`src/rtl/wdt_pkg.sv`:
```
package wdt_pkg;

    localparam int BUS_W  = 32;
    localparam int ADDR_W = 3;
    localparam int SLOT_N = 4;

    localparam logic [ADDR_W-1:0] A_CTRL  = 3'd0;
    localparam logic [ADDR_W-1:0] A_COUNT = 3'd1;
    localparam logic [ADDR_W-1:0] A_LOAD  = 3'd2;
    localparam logic [ADDR_W-1:0] A_TRIG  = 3'd3;
    localparam logic [ADDR_W-1:0] A_KEY   = 3'd4;
    localparam logic [ADDR_W-1:0] A_PEND  = 3'd5;

    localparam int SL_CTRL = 0;
    localparam int SL_LOAD = 1;
    localparam int SL_TRIG = 2;
    localparam int SL_KEY  = 3;

    localparam int PRE_EN_BIT  = 5;
    localparam int PRE_VAL_LSB = 2;

    localparam logic [BUS_W-1:0] KEY_ARM_A = 32'h0000_BBBB;
    localparam logic [BUS_W-1:0] KEY_ARM_B = 32'h0000_4444;
    localparam logic [BUS_W-1:0] KEY_DIS_A = 32'h0000_AAAA;
    localparam logic [BUS_W-1:0] KEY_DIS_B = 32'h0000_5555;

    typedef enum logic [1:0] {
        KS_IDLE     = 2'd0,
        KS_ARM_HALF = 2'd1,
        KS_DIS_HALF = 2'd2
    } key_state_e;

    function automatic logic [ADDR_W-1:0] slot_addr(input int s);
        case (s)
            SL_CTRL: slot_addr = A_CTRL;
            SL_LOAD: slot_addr = A_LOAD;
            SL_TRIG: slot_addr = A_TRIG;
            default: slot_addr = A_KEY;
        endcase
    endfunction

    function automatic int pend_pos(input int s);
        case (s)
            SL_CTRL: pend_pos = 0;
            SL_LOAD: pend_pos = 2;
            SL_TRIG: pend_pos = 3;
            default: pend_pos = 4;
        endcase
    endfunction

endpackage

```
`src/rtl/wdt_post_slot.sv`:
```
module wdt_post_slot #(
    parameter int LAT = 4,
    parameter int DW  = 32
) (
    input  logic          clk,
    input  logic          rst_n,
    input  logic          wr_en,
    input  logic [DW-1:0] wr_data,
    output logic          pending,
    output logic          commit,
    output logic [DW-1:0] data
);
    localparam int CW = $clog2(LAT + 1);

    logic [CW-1:0] left_q;
    logic [DW-1:0] hold_q;

    always_ff @(posedge clk) begin
        if (!rst_n) begin
            left_q <= '0;
            hold_q <= '0;
        end else if (wr_en) begin
            left_q <= CW'(LAT);
            hold_q <= wr_data;
        end else if (left_q != '0) begin
            left_q <= left_q - 1'b1;
        end
    end

    assign pending = (left_q != '0);
    assign commit  = (left_q == CW'(1)) && !wr_en;
    assign data    = hold_q;
endmodule

```
`src/rtl/wdt_key_fsm.sv`:
```
module wdt_key_fsm
    import wdt_pkg::*;
(
    input  logic             clk,
    input  logic             rst_n,
    input  logic             commit,
    input  logic [BUS_W-1:0] key_val,
    output logic             run
);
    key_state_e st_q, st_d;
    logic arm_evt, dis_evt;
    logic run_q;

    always_comb begin
        st_d    = st_q;
        arm_evt = 1'b0;
        dis_evt = 1'b0;
        if (commit) begin
            unique case (st_q)
                KS_IDLE: begin
                    if (key_val == KEY_ARM_A)      st_d = KS_ARM_HALF;
                    else if (key_val == KEY_DIS_A) st_d = KS_DIS_HALF;
                    else                           st_d = KS_IDLE;
                end
                KS_ARM_HALF: begin
                    st_d    = KS_IDLE;
                    arm_evt = (key_val == KEY_ARM_B);
                end
                KS_DIS_HALF: begin
                    st_d    = KS_IDLE;
                    dis_evt = (key_val == KEY_DIS_B);
                end
                default: st_d = KS_IDLE;
            endcase
        end
    end

    always_ff @(posedge clk) begin
        if (!rst_n) st_q <= KS_IDLE;
        else        st_q <= st_d;
    end

    always_ff @(posedge clk) begin
        if (!rst_n)       run_q <= 1'b0;
        else if (arm_evt) run_q <= 1'b1;
        else if (dis_evt) run_q <= 1'b0;
    end

    assign run = run_q;
endmodule

```
`src/rtl/wdt_prescaler.sv`:
```
module wdt_prescaler #(
    parameter int PW = 3
) (
    input  logic          clk,
    input  logic          rst_n,
    input  logic          tick,
    input  logic          pre_en,
    input  logic [PW-1:0] pre_val,
    input  logic          restart,
    output logic          adv
);
    localparam int DIVW = (1 << PW) - 1;

    logic [DIVW-1:0] div_q;
    logic [DIVW-1:0] lim;
    logic            at_lim;

    assign lim    = ~({DIVW{1'b1}} << pre_val);
    assign at_lim = (div_q == lim);
    assign adv    = tick && (!pre_en || at_lim);

    always_ff @(posedge clk) begin
        if (!rst_n || restart) begin
            div_q <= '0;
        end else if (tick && pre_en) begin
            div_q <= at_lim ? '0 : div_q + 1'b1;
        end
    end
endmodule

```
`src/rtl/wdt_top.sv`:
```
module wdt_top
    import wdt_pkg::*;
#(
    parameter int LAT = 4,
    parameter int CW  = 32,
    parameter int PW  = 3
) (
    input  logic              clk,
    input  logic              rst_n,
    input  logic              tick_i,
    input  logic              bus_wr,
    input  logic [ADDR_W-1:0] bus_addr,
    input  logic [BUS_W-1:0]  bus_wdata,
    output logic [BUS_W-1:0]  bus_rdata,
    output logic              wdt_reset_req
);
    logic [SLOT_N-1:0] pend_vec;
    logic [SLOT_N-1:0] slot_commit;
    logic [BUS_W-1:0]  slot_data [SLOT_N];

    genvar s;
    generate
        for (s = 0; s < SLOT_N; s++) begin : g_slot
            wdt_post_slot #(.LAT(LAT), .DW(BUS_W)) u_slot (
                .clk     (clk),
                .rst_n   (rst_n),
                .wr_en   (bus_wr && (bus_addr == slot_addr(s))),
                .wr_data (bus_wdata),
                .pending (pend_vec[s]),
                .commit  (slot_commit[s]),
                .data    (slot_data[s])
            );
        end
    endgenerate

    logic          pre_en_q;
    logic [PW-1:0] pre_val_q;
    logic [CW-1:0] load_q;
    logic [CW-1:0] trig_last_q;

    always_ff @(posedge clk) begin
        if (!rst_n) begin
            pre_en_q    <= 1'b0;
            pre_val_q   <= '0;
            load_q      <= '0;
            trig_last_q <= '0;
        end else begin
            if (slot_commit[SL_CTRL]) begin
                pre_en_q  <= slot_data[SL_CTRL][PRE_EN_BIT];
                pre_val_q <= slot_data[SL_CTRL][PRE_VAL_LSB +: PW];
            end
            if (slot_commit[SL_LOAD]) load_q      <= slot_data[SL_LOAD][CW-1:0];
            if (slot_commit[SL_TRIG]) trig_last_q <= slot_data[SL_TRIG][CW-1:0];
        end
    end

    logic run_q;

    wdt_key_fsm u_keys (
        .clk     (clk),
        .rst_n   (rst_n),
        .commit  (slot_commit[SL_KEY]),
        .key_val (slot_data[SL_KEY]),
        .run     (run_q)
    );

    logic adv;

    wdt_prescaler #(.PW(PW)) u_pre (
        .clk     (clk),
        .rst_n   (rst_n),
        .tick    (tick_i),
        .pre_en  (pre_en_q),
        .pre_val (pre_val_q),
        .restart (slot_commit[SL_CTRL]),
        .adv     (adv)
    );

    logic [CW-1:0] count_q;
    logic          rst_req_q;
    logic          trig_reload;

    assign trig_reload = slot_commit[SL_TRIG] &&
                         (slot_data[SL_TRIG][CW-1:0] != trig_last_q);

    always_ff @(posedge clk) begin
        if (!rst_n) begin
            count_q   <= '0;
            rst_req_q <= 1'b0;
        end else begin
            rst_req_q <= 1'b0;
            if (trig_reload) begin
                count_q <= load_q;
            end else if (run_q && adv) begin
                if (&count_q) begin
                    count_q   <= load_q;
                    rst_req_q <= 1'b1;
                end else begin
                    count_q <= count_q + 1'b1;
                end
            end
        end
    end

    assign wdt_reset_req = rst_req_q;

    logic [BUS_W-1:0] pend_word;
    logic [BUS_W-1:0] ctrl_word;

    always_comb begin
        pend_word = '0;
        for (int k = 0; k < SLOT_N; k++) pend_word[pend_pos(k)] = pend_vec[k];
        ctrl_word = '0;
        ctrl_word[PRE_EN_BIT] = pre_en_q;
        ctrl_word[PRE_VAL_LSB +: PW] = pre_val_q;
    end

    always_comb begin
        case (bus_addr)
            A_CTRL:  bus_rdata = ctrl_word;
            A_COUNT: bus_rdata = BUS_W'(count_q);
            A_LOAD:  bus_rdata = BUS_W'(load_q);
            A_TRIG:  bus_rdata = BUS_W'(trig_last_q);
            A_KEY:   bus_rdata = BUS_W'(run_q);
            A_PEND:  bus_rdata = pend_word;
            default: bus_rdata = '0;
        endcase
    end
endmodule

```
`config.mk`:
```
export PLATFORM = sky130hd
export DESIGN_NAME = wdt_top
export DESIGN_NICKNAME = d
export VERILOG_FILES = /design/src/rtl/wdt_pkg.sv /design/src/rtl/wdt_post_slot.sv /design/src/rtl/wdt_key_fsm.sv /design/src/rtl/wdt_prescaler.sv /design/src/rtl/wdt_top.sv
export SDC_FILE = /design/constraint.sdc
export NUM_CORES = 1
export LEC_CHECK = 0
export BUFFER_PORTS_ARGS = -buffer_cell sky130_fd_sc_hd__buf_4
export CORE_MARGIN = 10
export CORE_UTILIZATION = 45
export CTS_CLUSTER_SIZE = 16
export DETAILED_ROUTE_END_ITERATION = 8
export PLACE_DENSITY = 0.65
export SLEW_MARGIN = 20
export SYNTH_ARGS = -nofsm -noshare
export SYNTH_HDL_FRONTEND = slang
export SYNTH_HIERARCHICAL = 1
export SYNTH_SLANG_ARGS = --single-unit
```
`constraint.sdc`:
```
create_clock -name clk -period 3.4 [get_ports clk]
set_input_delay 0.34 -clock clk [delete_from_list [all_inputs] [get_ports clk]]
set_output_delay 0.34 -clock clk [all_outputs]
set_load 0.02 [all_outputs]
```
==> results_tabular.tex <==
\begin{tabular}{lr}
\hline
Metric & Value \\
\hline
\multicolumn{2}{l}{\textbf{Clock tree}} \\
\quad Post-CTS Repair Setup Buffers & 0 \\
\quad Clock Tree Root & sky130\_fd\_sc\_hd\_\_clkbuf\_16 \\
\quad TritonCTS clock tree & done \\
\quad Number of buffers created by CTS & 25 \\
\quad Hold-fix buffers at CTS & 0 \\
\quad Clock sink count & around 220 \\
\quad Clock-pin slew on the worst setup and hold paths & 0.06 ns \\
\quad Htree depth & 1 \\
\quad Number of gates resized after cts & 0 \\
\quad Insertion delay to the later sink of the worst-skew pair & 0.53 ns \\
\quad Buffers from clock root to sink, at most & 3 \\
\multicolumn{2}{l}{\textbf{Critical path}} \\
\quad Crit path launch type & flop \\
\quad Worst Path Max Fanout & 10 \\
\quad Category of the critical setup timing path & reg -> reg \\
\quad Cell depth of the worst flop-to-flop path & 10 \\
\quad Type of element capturing the critical path & flop \\
\quad Crit path arrival time & 3.39 ns \\
\quad Crit path required time & between 3 and 4 ns \\
\multicolumn{2}{l}{\textbf{Die}} \\
\quad Floorplan die height & about 180 um \\
\quad Die outline width & 177 um \\
\quad Area of the die & between 30,000 and 40,000 um2 \\
\quad Std cell rows & between 50 and 60 \\
\quad \# IOs & between 70 and 80 \\
\quad Placeable core region & approximately 24,000 um2 \\
\quad Initial Util & 0.458 \\
\multicolumn{2}{l}{\textbf{Routing}} \\
\quad Drt wl/cell & around 20 um \\
\quad Routed wire length & approximately 32 mm \\
\quad Vias per std cell & 5.70 \\
\quad Number of vias in the routed layout & 8,959 \\
\quad Violation count after the first detailed-route iteration & about 830 \\
\quad First-pass iteration count of the detailed router & 5 \\
\quad Antenna Violating Nets Remaining & 0 \\
\quad Residual DRC & 0 \\
\multicolumn{2}{l}{\textbf{Global routing}} \\
\quad Vias in the first global route & approximately 8,600 \\
\quad Global-route wire length before repair & 49.0 mm \\
\quad Antenna violations before repair & 1 \\
\quad Pin count of the biggest net entering global routing & slightly above 40 \\
\quad Global-route usage over all layers & 0.194 \\
\quad Overflow left after global routing & 0 \\
\multicolumn{2}{l}{\textbf{Placed design}} \\
\quad Estimated wirelength of the detail-placed design & about 22 mm \\
\quad Final Wtd Congestion & between 0.9 and 1 \\
\quad Instance area at placement & 11,800 um2 \\
\quad Input/output buffers & just over 70 \\
\quad Number of placed instances, taps included & between 1,500 and 2,000 \\
\quad Pre-CTS setup slack & 0.514 ns \\
\multicolumn{2}{l}{\textbf{Final layout}} \\
\quad Ant. Diodes & 0 \\
\quad Net count, final & 1,283 \\
\quad Most frequent cells in the layout & sky130\_fd\_sc\_hd\_\_nor2\_1, sky130\_fd\_sc\_hd\_\_dfxtp\_1, sky130\_fd\_sc\_hd\_\_mux2i\_1, sky130\_fd\_sc\_hd\_\_buf\_4, sky130\_fd\_sc\_hd\_\_nand2\_1 \\
\quad Layout cell share with drive strength beyond 1 & 0.175 \\
\quad Count of fill cells added during filler insertion & about 2,200 \\
\quad Leading cell type in the layout, fill and taps excluded & sky130\_fd\_sc\_hd\_\_nor2\_1 \\
\quad Summed area of non-filler cells in the final layout & roughly 13,000 um2 \\
\quad Final std cells w/o fill & 1,573 \\
\quad Area overhead of the layout relative to synthesis & 14.3\% \\
\multicolumn{2}{l}{\textbf{STA}} \\
\quad Period utilisation layout & 0.856 \\
\quad Setup slack of the critical path after layout & roughly 0.49 ns \\
\quad Worst Skew & 0.0218 ns \\
\quad Max Transition Viols Final & 0 \\
\quad Setup Total Neg Slack & 0 ns \\
\quad Endpoints failing hold & 0 \\
\quad Unrepaired setup endpoints after global routing & false \\
\quad Total setup violations reported at the end of the flow & 0 \\
\quad Crit path time final & approximately 2.9 ns \\
\quad Timing-limited maximum frequency & 343 MHz \\
\quad Worst relative slew slack & 0.532 \\
\quad Tightest Pin Transition & 0.702 ns \\
\multicolumn{2}{l}{\textbf{Synth}} \\
\quad Number of instances in the synthesized netlist & between 1,000 and 1,500 \\
\quad Post-Synthesis Cell Area & 11,100 um2 \\
\quad Total nets after synthesis & around 1,200 \\
\quad Mean area per synthesized cell & about 9.4 um2 \\
\quad Yosys warning total & 6 \\
\multicolumn{2}{l}{\textbf{Run status}} \\
\quad Outcome & completed \\
\multicolumn{2}{l}{\textbf{Power}} \\
\quad Pwr Density & 574 nW/um2 \\
\quad Total leakage power & 4.89 nW \\
\quad Post-layout total power & between 0.007 and 0.008 W \\
\quad Max rail drop VDD & 0.340 mV \\
\multicolumn{2}{l}{\textbf{Hold path}} \\
\quad Worst hold path type & in -> reg \\
\quad Hold Path Cell Cnt & 3 \\
\multicolumn{2}{l}{\textbf{Run}} \\
\quad Number of violations of the max-capacitance limit & 0 \\
\hline
\end{tabular}
[path summary, 6_finish.rpt]
path                  startpoint                         to  slack (ns)
setup / recovery    pre_val_q[0]                count_q[19]        0.49
hold / removal     bus_wdata[20]  g_slot[1].u_slot/data[20]        0.06
setup reg to reg    pre_val_q[0]                count_q[19]        0.49
hold reg to reg   u_keys/st_q[1]             u_keys/st_q[1]        0.49
[sequential cells by signal (all words and copies together), names as in the netlist, 2 cells and up]
register and cells:
load_q 32, g_slot.u_slot/data 100, g_slot.u_slot/left_q 12, pre_val_q 3
count_q 32, u_pre/div_q 7, u_keys/st_q 2, trig_last_q 32
[critical path, stage by stage (launching register included)]
cell and delay [ns]:
sky130_fd_sc_hd__dfxtp_1 0.39, sky130_fd_sc_hd__or3_1 0.41, sky130_fd_sc_hd__o31ai_1 0.22, sky130_fd_sc_hd__o32a_2 0.20, sky130_fd_sc_hd__o21ai_0 0.08, sky130_fd_sc_hd__a21boi_1 0.23, sky130_fd_sc_hd__nand2_1 0.29, sky130_fd_sc_hd__buf_4 0.26
sky130_fd_sc_hd__or4_1 0.49, sky130_fd_sc_hd__a31oi_1 0.17, sky130_fd_sc_hd__o21a_1 0.14
[routing by layer]
layer / global-route usage / routed length [um] / part of all wire
met4: 0.0490 / 650 / 0.020
met3: 0.0391 / 1870 / 0.059
met1: 0.265 / 14900 / 0.47
met5: 0 / 12 / 0.00038
met2: 0.308 / 14300 / 0.45
[area by class of cell]
cell class              instances  area, um2  share of cell area
clock buffers                  31        668              0.0525
clock inverters                15        238              0.0187
inverters                      24       90.1             0.00708
multi-input cells             862       6140               0.483
flip-flops and latches        223       4460               0.351
well taps                     324        405              0.0319
repair buffers                 94        718              0.0564
[through the flow]
step,hold slack [ns],utilization
after global routing,0.0659,0.523
final,0.0644,0.523
after detailed placement,0.481,0.486
after floorplan,0.458,-
after global placement,0.472,0.486
after CTS,0.0507,0.523
[where the power goes]
group | total, W | internal, W | leakage (nW) | switching [W]
clock | 0.00297 | 0.00185 | 0.440 | 0.00112
combinational | 0.00140 | 0.000598 | 2.64 | 0.000803
sequential | 0.00293 | 0.00275 | 1.80 | 0.000174
total | 0.00730 | 0.00521 | 4.89 | 0.00209
(Power assumes the default switching activity.)
